**src/rtl/cw_pkg.sv**
```systemverilog
package cw_pkg;
  localparam int SMP_W  = 12;
  localparam int DIN_W  = 8;
  localparam int WORD_W = 32;
  localparam int TS_W   = WORD_W - 1;
  localparam int NIB_W  = DIN_W / 2;

  typedef enum logic [2:0] {
    ST_IDLE,
    ST_RUN,
    ST_TSW,
    ST_PAUSE,
    ST_DONE
  } cw_state_e;

  // Upper nibble of the digital lines rides above channel 0, lower nibble above channel 1.
  function automatic logic [WORD_W-1:0] pack_data(
    input logic [SMP_W-1:0] c0,
    input logic [SMP_W-1:0] c1,
    input logic [DIN_W-1:0] d
  );
    return {d[DIN_W-1:NIB_W], c0, d[NIB_W-1:0], c1};
  endfunction

  function automatic logic [WORD_W-1:0] pack_ts(input logic [TS_W-1:0] t);
    return {1'b1, t};
  endfunction
endpackage

```
**src/rtl/cw_ctrl.sv**
```systemverilog
module cw_ctrl
  import cw_pkg::*;
(
  input  logic clk,
  input  logic rst_n,
  input  logic sw_run,
  input  logic trig,
  input  logic evt,
  input  logic stb,
  input  logic last_slot,
  input  logic wrap_en,
  output logic do_data,
  output logic do_ts,
  output logic clr,
  output logic stopped
);
  cw_state_e state_q, state_d;
  logic fill_end;

  assign fill_end = last_slot && !wrap_en;

  always_comb begin
    state_d = state_q;
    do_data = 1'b0;
    do_ts   = 1'b0;
    unique case (state_q)
      ST_IDLE: begin
        if (sw_run && trig) state_d = ST_RUN;
      end
      ST_RUN: begin
        if (!sw_run) begin
          do_ts   = 1'b1;
          state_d = ST_IDLE;
        end else if (stb) begin
          do_data = 1'b1;
          if (fill_end)  state_d = ST_DONE;
          else if (!evt) state_d = ST_TSW;
        end
      end
      ST_TSW: begin
        do_ts = 1'b1;
        if (!sw_run)       state_d = ST_IDLE;
        else if (fill_end) state_d = ST_DONE;
        else               state_d = ST_PAUSE;
      end
      ST_PAUSE: begin
        if (!sw_run)  state_d = ST_IDLE;
        else if (evt) state_d = ST_RUN;
      end
      ST_DONE: begin
        if (!sw_run) state_d = ST_IDLE;
      end
      default: state_d = ST_IDLE;
    endcase
  end

  always_ff @(posedge clk or negedge rst_n) begin
    if (!rst_n) state_q <= ST_IDLE;
    else        state_q <= state_d;
  end

  assign clr     = (state_q == ST_IDLE);
  assign stopped = (state_q == ST_DONE);
endmodule

```
**src/rtl/cw_addr_gen.sv**
```systemverilog
module cw_addr_gen #(
  parameter int ADDR_W = 10
) (
  input  logic              clk,
  input  logic              rst_n,
  input  logic              clr,
  input  logic              adv,
  output logic [ADDR_W-1:0] ptr,
  output logic              last_slot,
  output logic              eighth_end
);
  localparam int SEG_W = ADDR_W - 3;

  logic [ADDR_W-1:0] ptr_q;

  always_ff @(posedge clk or negedge rst_n) begin
    if (!rst_n)   ptr_q <= '0;
    else if (clr) ptr_q <= '0;
    else if (adv) ptr_q <= ptr_q + 1'b1;
  end

  assign ptr       = ptr_q;
  assign last_slot = &ptr_q;

  generate
    if (SEG_W > 0) begin : g_seg
      assign eighth_end = &ptr_q[SEG_W-1:0];
    end else begin : g_tiny
      assign eighth_end = 1'b1;
    end
  endgenerate
endmodule

```
**src/rtl/cw_ts_counter.sv**
```systemverilog
module cw_ts_counter
  import cw_pkg::*;
#(
  parameter int TS_DIV = 5
) (
  input  logic            clk,
  input  logic            rst_n,
  input  logic            clr,
  input  logic            start,
  output logic [TS_W-1:0] ts
);
  localparam int PRE_W = (TS_DIV > 1) ? $clog2(TS_DIV) : 1;
  localparam logic [PRE_W-1:0] PRE_LAST = PRE_W'(TS_DIV - 1);

  logic             on_q;
  logic [PRE_W-1:0] pre_q;
  logic [TS_W-1:0]  cnt_q;
  logic             tick;

  assign tick = on_q && (pre_q == PRE_LAST);

  always_ff @(posedge clk or negedge rst_n) begin
    if (!rst_n) begin
      on_q  <= 1'b0;
      pre_q <= '0;
      cnt_q <= '0;
    end else if (clr) begin
      on_q  <= 1'b0;
      pre_q <= '0;
      cnt_q <= '0;
    end else if (!on_q) begin
      if (start) on_q <= 1'b1;
    end else begin
      pre_q <= tick ? '0 : pre_q + 1'b1;
      if (tick) cnt_q <= cnt_q + 1'b1;
    end
  end

  assign ts = cnt_q;
endmodule

```
**src/rtl/cw_capture_writer.sv**
```systemverilog
module cw_capture_writer
  import cw_pkg::*;
#(
  parameter int ADDR_W = 10,
  parameter int TS_DIV = 5
) (
  input  logic              clk,
  input  logic              rst_n,
  input  logic              sw_run,
  input  logic              wrap_en,
  input  logic              trig,
  input  logic              evt,
  input  logic              smp_stb,
  input  logic [SMP_W-1:0]  ch0_smp,
  input  logic [SMP_W-1:0]  ch1_smp,
  input  logic [DIN_W-1:0]  din,
  output logic [ADDR_W-1:0] mem_addr,
  output logic [WORD_W-1:0] mem_wdata,
  output logic              mem_we,
  output logic              eighth_req,
  output logic              stopped
);
  logic              do_data, do_ts, clr, wr_any;
  logic [ADDR_W-1:0] ptr;
  logic              last_slot, eighth_end;
  logic [TS_W-1:0]   ts_val;

  logic              we_q, eig_q, ts_wr_q;
  logic [ADDR_W-1:0] addr_q;
  logic [WORD_W-1:0] data_q;

  assign wr_any = do_data || do_ts;

  cw_ctrl u_ctrl (
    .clk       (clk),
    .rst_n     (rst_n),
    .sw_run    (sw_run),
    .trig      (trig),
    .evt       (evt),
    .stb       (smp_stb),
    .last_slot (last_slot),
    .wrap_en   (wrap_en),
    .do_data   (do_data),
    .do_ts     (do_ts),
    .clr       (clr),
    .stopped   (stopped)
  );

  cw_addr_gen #(.ADDR_W(ADDR_W)) u_addr (
    .clk        (clk),
    .rst_n      (rst_n),
    .clr        (clr),
    .adv        (wr_any),
    .ptr        (ptr),
    .last_slot  (last_slot),
    .eighth_end (eighth_end)
  );

  cw_ts_counter #(.TS_DIV(TS_DIV)) u_ts (
    .clk   (clk),
    .rst_n (rst_n),
    .clr   (clr),
    .start (do_data),
    .ts    (ts_val)
  );

  always_ff @(posedge clk or negedge rst_n) begin
    if (!rst_n) begin
      we_q    <= 1'b0;
      eig_q   <= 1'b0;
      ts_wr_q <= 1'b0;
      addr_q  <= '0;
      data_q  <= '0;
    end else begin
      we_q    <= wr_any;
      eig_q   <= wr_any && eighth_end;
      ts_wr_q <= do_ts;
      if (wr_any) begin
        addr_q <= ptr;
        data_q <= do_ts ? pack_ts(ts_val) : pack_data(ch0_smp, ch1_smp, din);
      end
    end
  end

  assign mem_we     = we_q;
  assign mem_addr   = addr_q;
  assign mem_wdata  = data_q;
  assign eighth_req = eig_q;
endmodule

```
**config.mk**
```make
export PLATFORM = sky130hd
export DESIGN_NAME = cw_capture_writer
export DESIGN_NICKNAME = d
export VERILOG_FILES = /design/src/rtl/cw_pkg.sv /design/src/rtl/cw_ctrl.sv /design/src/rtl/cw_addr_gen.sv /design/src/rtl/cw_ts_counter.sv /design/src/rtl/cw_capture_writer.sv
export SDC_FILE = /design/constraint.sdc
export NUM_CORES = 1
export LEC_CHECK = 0
export BUFFER_PORTS_ARGS = -buffer_cell sky130_fd_sc_hd__buf_2
export CAP_MARGIN = 5
export CORE_ASPECT_RATIO = 0.75
export CORE_MARGIN = 2
export CORE_UTILIZATION = 30
export DETAILED_ROUTE_END_ITERATION = 10
export GPL_ROUTABILITY_DRIVEN = 0
export GPL_TIMING_DRIVEN = 0
export PLACE_DENSITY = 0.61
export SKIP_LAST_GASP = 1
export SYNTH_ARGS = -nofsm -noshare
export SYNTH_HDL_FRONTEND = slang
export SYNTH_HIERARCHICAL = 1
export SYNTH_SLANG_ARGS = --single-unit
```
**constraint.sdc**
```tcl
create_clock -name clk -period 2.4 [get_ports clk]
set_input_delay 0.48 -clock clk [delete_from_list [all_inputs] [get_ports clk]]
set_output_delay 0.48 -clock clk [all_outputs]
set_load 0.02 [all_outputs]
```
==> impl_metrics.env, run 1 <==
export IMPL_fill_cells=1523
export IMPL_synth_top_area_share=0.494
export IMPL_nNetsFinal=602
export IMPL_min_delay_path_class="primary input to asynchronous set/reset pin"
export IMPL_finClkSkew_ps=9.46
export IMPL_fmax_ghz=0.427
export IMPL_multiInputGateArea_mm2=0.00220
export IMPL_ys_types=49
export IMPL_drc=0
export IMPL_synthXorXnorAreaFrac=0.0300
export IMPL_timing_critical_path_from_type="flip-flop"
export IMPL_via_count=3700
export IMPL_antennaDiodeCount=0
export IMPL_drive_above_1_share=0.309
export IMPL_wire_per_inst_um=14.5
export IMPL_avgSynthCellArea_um2=10.5
export IMPL_total_power_mw=3.67
export IMPL_cts_buffers=9
export IMPL_vert_die_dim_um=112
export IMPL_detail_route_wirelength_um=11100
export IMPL_maxSlewViolCount=0
export IMPL_worst_slew_margin_rel=0.639
export IMPL_type_of_the_worst_setup_path="flip-flop to flip-flop"
export IMPL_tightest_slew_ps=539
export IMPL_die_w_um=148
export IMPL_vias_per_std_cell=4.82
export IMPL_totalNegativeSetupSlack_ps=0
export IMPL_detailed_place_hpwl_um=7970
export IMPL_synth_top_family_by_area="simple AND/OR/NAND/NOR gates"
export IMPL_coreArea_mm2=0.0152
export IMPL_detail_route_iter0_violations=232
export IMPL_clockBufferDepth=2
export IMPL_synth_compound_area_share=0.0901
export IMPL_vias_in_the_first_global_route=3538
export IMPL_run_status="finished, final reports clean"
export IMPL_gr_usage_all_layers=0.140
export IMPL_hold_viol_final=0
export IMPL_post_route_cell_area_mm2=0.00584
export IMPL_maxCapViolCount=0
export IMPL_root_buffer="sky130_fd_sc_hd__clkbuf_16"
export IMPL_rsz_0062_raised_after_global_routing="no"
export IMPL_worst_setup_hold_path_clk_slew_ps=70
export IMPL_most_frequent_cell_after_synthesis="sky130_fd_sc_hd__dfrtp_1"
export IMPL_synth_mux_area_fraction=0.126
export IMPL_port_buffers=83
export IMPL_synthDominantAreaCellType="sky130_fd_sc_hd__dfrtp_1"
export IMPL_area_share_of_and_or_nand_nor_cells_after_synthesis=0.205
export IMPL_vdd_ir_drop_max_mv=0.291
export IMPL_tritoncts="built"
export IMPL_global_route_wire_length_before_repair_um=18400
export IMPL_area_growth_synth_to_final_pct=25.2
export IMPL_synth_seq_area_share=0.494
export IMPL_i_o_pin_cnt=84
export IMPL_endpoint_kind="flip-flop"
export IMPL_antenna_found_initial=0
export IMPL_post_synthesis_net_count=490
export IMPL_grt_start_max_net_pins=57
export IMPL_worstPathMaxFanout=10
export IMPL_sequential_cell_area_mm2=0.00230
export IMPL_ys_top_cells_by_area="sky130_fd_sc_hd__dfrtp_1 49%, sky130_fd_sc_hd__mux2i_1 7.1%, sky130_fd_sc_hd__o21ai_0 4.1%, sky130_fd_sc_hd__nand2_1 3.9%, sky130_fd_sc_hd__mux2_2 2.9%"
export IMPL_postSynth_asyncResetShare=1.00
export IMPL_rows=39
export IMPL_period_needed_ps=2340
export IMPL_final_antenna_net_count=0
export IMPL_ys_flop_type="sky130_fd_sc_hd__dfrtp_1"
export IMPL_synth_area_mm2=0.00466
export IMPL_ctsHoldBuffers=0
export IMPL_synth_enable_flop_cells=0
export IMPL_cts_htree_levels=3
export IMPL_die_area_mm2=0.0166
export IMPL_synthCells=446
export IMPL_arrival_ps=2610
export IMPL_grt_remaining_overflow=0
export IMPL_worst_skew_pair_late_latency_ps=350
export IMPL_p_leak_nw=2.57
export IMPL_ys_top_cells_by_count="92 x sky130_fd_sc_hd__dfrtp_1, 49 x sky130_fd_sc_hd__nand2_1, 38 x sky130_fd_sc_hd__o21ai_0"
export IMPL_worst_endpoint_required_ps=2670
export IMPL_clkSinkCount=92
export IMPL_post_dp_cell_area_mm2=0.00537
export IMPL_drt_pass1_iterations=4
export IMPL_yosys_reg_bits=92
export IMPL_final_util=0.384
export IMPL_final_setup_viol_count=0
export IMPL_synth_adder_area_share=0.0134
export IMPL_power_per_cell_area_mw_per_mm2=628
export IMPL_initial_standard_cell_utilization_of_the_core=0.306
export IMPL_synth_warning_count=6
export IMPL_post_route_period_util=0.976
final cells by class:
type                            count  area share
Inverter                            7     0.00450
Clock inverter                      7      0.0133
Timing Repair Buffer              102      0.0994
Tap cell                          205      0.0439
Clock buffer                        9      0.0386
Sequential cell                    92       0.394
Buffer                             24      0.0296
Multi-Input combinational cell    322       0.376
logic make-up (layout without fill, tap and decap cells):
family / after synthesis / in the layout
AND/OR/NAND/NOR: 175 / 175
flip-flops: 92 / 92
adder cells (fa/ha/maj): 5 / 5
XOR/XNOR: 16 / 16
multiplexers: 53 / 53
AO/OA/AOI/OAI: 73 / 73
buffers and inverters: 32 / 149
cells in the final DEF, fill, tap and decap left out, types with 8 or more instances in the layout:
cell / count
sky130_fd_sc_hd__a21oi_1: 16
sky130_fd_sc_hd__buf_2: 85
sky130_fd_sc_hd__buf_4: 20
sky130_fd_sc_hd__clkbuf_1: 9
sky130_fd_sc_hd__clkbuf_16: 9
sky130_fd_sc_hd__dfrtp_1: 91
sky130_fd_sc_hd__mux2_2: 12
sky130_fd_sc_hd__mux2_4: 8
sky130_fd_sc_hd__mux2i_1: 33
sky130_fd_sc_hd__nand2_1: 49
sky130_fd_sc_hd__nand3_1: 8
sky130_fd_sc_hd__nand4_1: 15
sky130_fd_sc_hd__nor2_1: 34
sky130_fd_sc_hd__nor2b_1: 11
sky130_fd_sc_hd__nor3_1: 12
sky130_fd_sc_hd__o21ai_0: 38
sky130_fd_sc_hd__o31ai_1: 8
sky130_fd_sc_hd__or4_1: 9
sky130_fd_sc_hd__xor2_1: 9
through the flow:
step                      std cells  hold WS [ps]  setup slack [ps]
after floorplan                 446           184              75.2
after global placement          734           489              -286
after detailed placement        735           490              -298
after CTS                       753           117              3.20
after global routing            768           142              8.45
final                           768           107              57.4
registers in the layout (all words and copies together), names as in the netlist:
signal	flops
u_addr/ptr	10
mem_we	1
u_ts/pre_q	3
u_ctrl/state_q	3
eighth_req	1
mem_wdata	32
mem_addr	10
u_ts/on_q	1
u_ts/ts	31
metal layers:
layer  up-vias  track usage  part of all wire
met1      1786        0.202              0.49
li1       1816            -                 -
met3        11       0.0348             0.051
met4         0       0.0368             0.012
met2        87        0.210              0.44
met5         -            0                 0
repair_timing:
action | 4_1_cts | 5_1_grt
setup buffers | 2 | 16
resized for setup | 9 | 7
endpoints found under the hold margin | 0 | 0
pin swaps | 1 | 8
endpoints found under the setup margin | 35 | 35
path summary, 6_finish.rpt:
path | from | end | slack [ps] | cells after the start
max in group asynchronous | rst_n | u_ts/ts[3]$_DFFE_PN0P_ | 1640 | 2
worst min-delay path | rst_n | mem_wdata[26]$_DFFE_PN0P_ | 110 | 1
worst max register to register | u_ctrl/state_q[1]$_DFFE_PN0P_ | u_addr/ptr[8]$_DFFE_PN0P_ | 60 | 9
worst max-delay path | u_ctrl/state_q[1]$_DFFE_PN0P_ | u_addr/ptr[8]$_DFFE_PN0P_ | 60 | 9
min in group clk | din[7] | mem_wdata[31]$_DFFE_PN0P_ | 350 | 2
worst min register to register | mem_addr[8]$_DFFE_PN0P_ | mem_addr[8]$_DFFE_PN0P_ | 510 | 1
worst max-delay path: stages (launching register included):
cell	delay [ps]
sky130_fd_sc_hd__dfrtp_2	460
sky130_fd_sc_hd__or3b_1	380
sky130_fd_sc_hd__a21oi_2	160
sky130_fd_sc_hd__buf_6	120
sky130_fd_sc_hd__nor2_4	60
sky130_fd_sc_hd__inv_2	70
sky130_fd_sc_hd__buf_6	120
sky130_fd_sc_hd__o211ai_1	150
sky130_fd_sc_hd__or4_1	570
sky130_fd_sc_hd__a21oi_2	170
report_power, final:
| group | switching [mW] | total, mW | internal, mW |
|---|---|---|---|
| combinational | 0.340 | 0.562 | 0.221 |
| sequential | 0.0478 | 1.68 | 1.63 |
| clock | 0.686 | 1.43 | 0.739 |
| total | 1.07 | 3.67 | 2.59 |
Power figures use the tool's default switching activity.
==> run 2, diff against run 1 <==
--- a/config.mk
+++ b/config.mk
@@ -7,13 +7,14 @@
 export LEC_CHECK = 0
 export BUFFER_PORTS_ARGS = -buffer_cell sky130_fd_sc_hd__buf_2
 export CAP_MARGIN = 5
+export CELL_PAD_IN_SITES_DETAIL_PLACEMENT = 1
+export CELL_PAD_IN_SITES_GLOBAL_PLACEMENT = 1
 export CORE_ASPECT_RATIO = 0.75
 export CORE_MARGIN = 2
 export CORE_UTILIZATION = 30
 export DETAILED_ROUTE_END_ITERATION = 10
 export GPL_ROUTABILITY_DRIVEN = 0
-export GPL_TIMING_DRIVEN = 0
-export PLACE_DENSITY = 0.61
+export PLACE_DENSITY = 0.72
 export SKIP_LAST_GASP = 1
 export SYNTH_ARGS = -nofsm -noshare
 export SYNTH_HDL_FRONTEND = slang
==> impl_metrics.env, run 2 (synthesis results as in run 1) <==
export IMPL_cts_htree_levels=3
export IMPL_crit_chain="or3b_1, a21oi_4, nor2_4, inv_1, o2111ai_2, or4_1, a21oi_1"
export IMPL_clkSinkCount=92
export IMPL_nNetsFinal=570
export IMPL_pre_cts_ws_ps=96.4
export IMPL_power_per_cell_area_mw_per_mm2=672
export IMPL_die_area_mm2=0.0166
export IMPL_antenna_found_initial=0
export IMPL_wire_per_inst_um=16.1
export IMPL_totalNegativeSetupSlack_ps=0
export IMPL_port_buffers=83
export IMPL_cp_slowest_cell="sky130_fd_sc_hd__dfrtp_1"
export IMPL_grt_start_max_net_pins=64
export IMPL_maxCapViolCount=0
export IMPL_vias_in_the_first_global_route=3910
export IMPL_rows=39
export IMPL_detail_route_wirelength_um=11800
export IMPL_worst_endpoint_required_ps=2670
export IMPL_worst_slew_margin_rel=0.592
export IMPL_antennaDiodeCount=0
export IMPL_coreArea_mm2=0.0152
export IMPL_global_route_wire_length_before_repair_um=19800
export IMPL_die_w_um=148
export IMPL_endpoint_kind="flip-flop"
export IMPL_post_route_period_util=0.930
export IMPL_final_setup_viol_count=0
export IMPL_regToRegStartpoint="u_ctrl/state_q[1]$_DFFE_PN0P_"
export IMPL_dp_cells=720
export IMPL_fill_cells=1757
export IMPL_drc=0
export IMPL_min_delay_path_class="primary input to asynchronous set/reset pin"
export IMPL_detailed_place_hpwl_um=8370
export IMPL_cp_startpoint="u_ctrl/state_q[1]$_DFFE_PN0P_"
export IMPL_clockBufferDepth=2
export IMPL_run_status="finished, final reports clean"
export IMPL_postCtsResizedCells=0
export IMPL_root_buffer="sky130_fd_sc_hd__clkbuf_16"
export IMPL_largest_register_ff_count=32
export IMPL_fin_cells=736
export IMPL_worst_setup_hold_path_clk_slew_ps=70
export IMPL_area_growth_synth_to_final_pct=20.5
export IMPL_cp_peak_stage_delay_ps=470
export IMPL_period_needed_ps=2230
export IMPL_tightest_slew_ps=612
export IMPL_hold_viol_final=0
export IMPL_rsz_0062_raised_after_global_routing="no"
export IMPL_worst_slack_ps=167
export IMPL_drt_pass1_iterations=4
export IMPL_final_util=0.369
export IMPL_finClkSkew_ps=7.69
export IMPL_via_count=3680
export IMPL_maxSlewViolCount=0
export IMPL_p_leak_nw=2.46
export IMPL_gr_usage_all_layers=0.148
export IMPL_worstPathMaxFanout=8
export IMPL_initial_standard_cell_utilization_of_the_core=0.306
export IMPL_layout_cells_most_common_list="92 x sky130_fd_sc_hd__dfrtp_1, 82 x sky130_fd_sc_hd__buf_2, 49 x sky130_fd_sc_hd__nand2_1, 38 x sky130_fd_sc_hd__o21ai_0, 34 x sky130_fd_sc_hd__nor2_1"
export IMPL_cts_buffers=9
export IMPL_post_cts_setup_buffer_count=0
export IMPL_final_antenna_net_count=0
export IMPL_ctsHoldBuffers=0
export IMPL_timing_critical_path_from_type="flip-flop"
export IMPL_drive_above_1_share=0.277
export IMPL_i_o_pin_cnt=84
export IMPL_critical_path_buf_inv_count=1
export IMPL_fmax_ghz=0.448
export IMPL_grt_remaining_overflow=0
export IMPL_tritoncts="built"
export IMPL_type_of_the_worst_setup_path="flip-flop to flip-flop"
export IMPL_arrival_ps=2500
export IMPL_vias_per_std_cell=5.00
export IMPL_detail_route_iter0_violations=164
export IMPL_vdd_ir_drop_max_mv=0.320
export IMPL_worst_skew_pair_late_latency_ps=350
export IMPL_mostFrequentLayoutCell="sky130_fd_sc_hd__dfrtp_1"
export IMPL_vert_die_dim_um=112
export IMPL_critical_path_top_delay_family="simple AND/OR/NAND/NOR gates"
[run 2: changes by cell type in the layout (fill, tap and decap cells not counted), sizes merged]
cell,before,now
inv,11,8
buf,114,94
clkbuf,21,10
bufinv,0,2
[run 2: metal layers]
| layer | GRT usage | vias up | routed length [µm] |
|---|---|---|---|
| met5 | 0 | - | 0 |
| met4 | 0.0235 | 0 | 95 |
| met3 | 0.0422 | 13 | 504 |
| met2 | 0.244 | 79 | 5550 |
| met1 | 0.198 | 1845 | 5670 |
| li1 | - | 1743 | - |
[run 2: worst register-to-register path, cell delays in order, from the launching register on]
cell	delay (ps)
sky130_fd_sc_hd__dfrtp_1	470
sky130_fd_sc_hd__or3b_1	460
sky130_fd_sc_hd__a21oi_4	180
sky130_fd_sc_hd__nor2_4	50
sky130_fd_sc_hd__inv_1	150
sky130_fd_sc_hd__o2111ai_2	220
sky130_fd_sc_hd__or4_1	450
sky130_fd_sc_hd__a21oi_1	180
[run 2: where the power goes]
group / switching (mW) / internal [mW]
clock: 0.636 / 0.952
combinational: 0.322 / 0.178
sequential: 0.0517 / 1.63
[run 2: layout make-up]
type,instances,area [µm²],share of cell area
clock buffers,10,239,0.0425
clock inverters,6,96.3,0.0171
inverters,7,26.3,0.00467
multi-input cells,322,2190,0.389
flip-flops and latches,92,2300,0.410
well taps,205,256,0.0456
repair buffers,94,513,0.0913
[run 2: path summary, 6_finish.rpt]
path | endpoint | cells past startpoint | slack [ps]
min | mem_wdata[26]$_DFFE_PN0P_ | 1 | 100
min in group clk | mem_wdata[31]$_DFFE_PN0P_ | 2 | 360
max reg2reg | u_addr/ptr[9]$_DFFE_PN0P_ | 7 | 170
max | u_addr/ptr[9]$_DFFE_PN0P_ | 7 | 170
max in group asynchronous | u_ts/ts[21]$_DFFE_PN0P_ | 2 | 1630
min reg2reg | mem_addr[5]$_DFFE_PN0P_ | 1 | 510
[run 2: through the flow]
stage          power, mW  hold WS, ps  area [µm²]
2_1_floorplan       2.02          184        4660
3_3_place_gp        2.21          485        5290
3_5_place_dp        2.23          496        5290
4_1_cts             3.84          131        5620
5_1_grt             3.96          132        5620
6_report            3.77          103        5620
==> run 3, diff against run 2 <==
--- a/config.mk
+++ b/config.mk
@@ -5,6 +5,7 @@
 export SDC_FILE = /design/constraint.sdc
 export NUM_CORES = 1
 export LEC_CHECK = 0
+export ABC_AREA = 1
 export BUFFER_PORTS_ARGS = -buffer_cell sky130_fd_sc_hd__buf_2
 export CAP_MARGIN = 5
 export CELL_PAD_IN_SITES_DETAIL_PLACEMENT = 1
@@ -14,7 +15,7 @@
 export CORE_UTILIZATION = 30
 export DETAILED_ROUTE_END_ITERATION = 10
 export GPL_ROUTABILITY_DRIVEN = 0
-export PLACE_DENSITY = 0.72
+export PLACE_DENSITY = 0.75
 export SKIP_LAST_GASP = 1
 export SYNTH_ARGS = -nofsm -noshare
 export SYNTH_HDL_FRONTEND = slang
==> impl_metrics.env, run 3 <==
export IMPL_maxCapViolCount=0
export IMPL_vias_per_std_cell=4.63
export IMPL_totalNegativeSetupSlack_ps=0
export IMPL_tightest_slew_ps=581
export IMPL_arrival_ps=2130
export IMPL_clockBufferDepth=2
export IMPL_critical_path_reg2reg_endpoint="mem_wdata[21]$_DFFE_PN0P_"
export IMPL_postSynth_asyncResetShare=1.00
export IMPL_cts_htree_levels=3
export IMPL_post_synthesis_net_count=745
export IMPL_tritoncts="built"
export IMPL_synth_top_family_by_area="simple AND/OR/NAND/NOR gates"
export IMPL_rsz_0062_raised_after_global_routing="no"
export IMPL_grt_start_max_net_pins=44
export IMPL_ys_flop_type="sky130_fd_sc_hd__dfrtp_1"
export IMPL_synthXorXnorAreaFrac=0.00174
export IMPL_finClkSkew_ps=9.03
export IMPL_area_share_of_and_or_nand_nor_cells_after_synthesis=0.423
export IMPL_gr_usage_all_layers=0.173
export IMPL_avgSynthCellArea_um2=7.17
export IMPL_mostFrequentLayoutCell="sky130_fd_sc_hd__nand2_1"
export IMPL_synth_seq_area_share=0.458
export IMPL_p_leak_nw=3.19
export IMPL_type_of_the_worst_setup_path="flip-flop to flip-flop"
export IMPL_worst_endpoint_required_ps=2640
export IMPL_worst_slew_margin_rel=0.612
export IMPL_drc=0
export IMPL_wire_per_inst_um=14.2
export IMPL_hold_viol_final=0
export IMPL_vert_die_dim_um=116
export IMPL_synthCells=701
export IMPL_detail_route_iter0_violations=222
export IMPL_synth_adder_area_share=0.0125
export IMPL_antenna_found_initial=0
export IMPL_synth_enable_flop_cells=0
export IMPL_area_growth_synth_to_final_pct=19.4
export IMPL_initial_standard_cell_utilization_of_the_core=0.310
export IMPL_antennaDiodeCount=0
export IMPL_rows=40
export IMPL_synth_mux_area_fraction=0
export IMPL_die_w_um=153
export IMPL_period_needed_ps=1890
export IMPL_worst_setup_hold_path_clk_slew_ps=70
export IMPL_i_o_pin_cnt=84
export IMPL_die_area_mm2=0.0178
export IMPL_worstPathMaxFanout=31
export IMPL_most_frequent_cell_after_synthesis="sky130_fd_sc_hd__nand2_1"
export IMPL_fmax_ghz=0.529
export IMPL_ys_top_cells_by_count="325 x sky130_fd_sc_hd__nand2_1, 92 x sky130_fd_sc_hd__dfrtp_1, 84 x sky130_fd_sc_hd__nor2_1"
export IMPL_grt_remaining_overflow=0
export IMPL_largest_register_ff_count=32
export IMPL_via_count=4642
export IMPL_timing_critical_path_from_type="flip-flop"
export IMPL_synth_warning_count=6
export IMPL_worst_skew_pair_late_latency_ps=350
export IMPL_root_buffer="sky130_fd_sc_hd__clkbuf_16"
export IMPL_run_status="finished, final reports clean"
export IMPL_total_power_mw=6.08
export IMPL_vdd_ir_drop_max_mv=0.553
export IMPL_min_delay_path_class="primary input to asynchronous set/reset pin"
export IMPL_nNetsFinal=831
export IMPL_cp_startpoint="u_ctrl/state_q[2]$_DFFE_PN0P_"
export IMPL_global_route_wire_length_before_repair_um=24600
export IMPL_worst_r2r_setup_slack_ps=510
export IMPL_maxSlewViolCount=0
export IMPL_endpoint_kind="flip-flop"
export IMPL_final_setup_viol_count=0
export IMPL_post_cts_setup_buffer_count=0
export IMPL_yosys_reg_bits=92
export IMPL_post_route_period_util=0.788
export IMPL_cts_buffers=9
export IMPL_synth_compound_area_share=0.0416
export IMPL_detail_route_wirelength_um=14200
export IMPL_regToRegStartpoint="u_ctrl/state_q[2]$_DFFE_PN0P_"
export IMPL_ctsHoldBuffers=0
export IMPL_vias_in_the_first_global_route=4864
export IMPL_synth_top_area_share=0.458
export IMPL_synth_area_mm2=0.00502
export IMPL_clkSinkCount=92
export IMPL_postCtsResizedCells=0
export IMPL_ys_types=33
export IMPL_drive_above_1_share=0.182
export IMPL_final_antenna_net_count=0
export IMPL_r2r_cells=9
export IMPL_worst_slack_ps=509
export IMPL_detailed_place_hpwl_um=10400
export IMPL_layout_cells_most_common_list="325 x sky130_fd_sc_hd__nand2_1, 92 x sky130_fd_sc_hd__dfrtp_1, 84 x sky130_fd_sc_hd__nor2_1, 82 x sky130_fd_sc_hd__buf_2, 47 x sky130_fd_sc_hd__inv_1"
export IMPL_drt_pass1_iterations=4
export IMPL_synthDominantAreaCellType="sky130_fd_sc_hd__dfrtp_1"
export IMPL_port_buffers=83
export IMPL_coreArea_mm2=0.0162
export IMPL_pre_cts_ws_ps=495
export IMPL_power_per_cell_area_mw_per_mm2=1010
export IMPL_ys_top_cells_by_area="sky130_fd_sc_hd__dfrtp_1 46%, sky130_fd_sc_hd__nand2_1 24%, sky130_fd_sc_hd__nor2_1 6.3%, sky130_fd_sc_hd__nand3_1 3.7%, sky130_fd_sc_hd__inv_1 3.5%"
[run 3: layout make-up]
class                   instances  area, µm²
repair buffers                 93        505
clock buffers                  10        229
well taps                     210        263
flip-flops and latches         92       2300
multi-input cells             539       2410
fillers                      2085      10200
inverters                      52        195
clock inverters                 6       95.1
[run 3: cell families after synthesis]
kind of cell	Yosys count
AOI/OAI and AO/OA	41
adders and majority gates	5
DFF	92
and+or+nand+nor	492
xor gates and xnor gates	1
buffers and inverters	70
[run 3: worst max-delay path by stage]
stage,slack (ps),end,cells past startpoint
floorplan,560,u_addr/ptr[4]$_DFFE_PN0P_,12
global placement,560,mem_wdata[21]$_DFFE_PN0P_,9
detailed placement,490,mem_wdata[21]$_DFFE_PN0P_,9
CTS,480,mem_wdata[21]$_DFFE_PN0P_,9
global route,290,mem_wdata[21]$_DFFE_PN0P_,9
finish,510,mem_wdata[21]$_DFFE_PN0P_,9
[run 3: per-stage QoR]
step	instance area, µm²	instances	hold slack (ps)	util
4_1_cts	6000	1002	125	0.370
3_5_place_dp	5670	986	461	0.350
6_report	6000	1002	106	0.370
3_3_place_gp	5670	986	458	0.350
2_1_floorplan	5020	701	184	-
5_1_grt	6000	1002	142	0.370
[run 3: layer usage]
metal  up-vias  wire length (µm)  GRT usage
met4         0               131     0.0404
li1       2346                 -          -
met2        69              6170      0.277
met1      2216              7360      0.244
met5         -                 0          0
met3        11               515     0.0322
[run 3: critical path: stages, from the launching register on]
cell	delay, ps
sky130_fd_sc_hd__dfrtp_1	410
sky130_fd_sc_hd__inv_2	140
sky130_fd_sc_hd__nand3_2	140
sky130_fd_sc_hd__o21ai_2	260
sky130_fd_sc_hd__buf_4	240
sky130_fd_sc_hd__inv_2	250
sky130_fd_sc_hd__nand2_1	140
sky130_fd_sc_hd__nand2_1	60
sky130_fd_sc_hd__nand2_1	60
sky130_fd_sc_hd__nand2_1	50
[run 3: where the power goes]
part | switching, mW | total, mW | internal (mW)
clock network | 0.657 | 1.58 | 0.925
registers | 0.187 | 2.05 | 1.86
logic | 1.72 | 2.45 | 0.725
total | 2.57 | 6.08 | 3.51
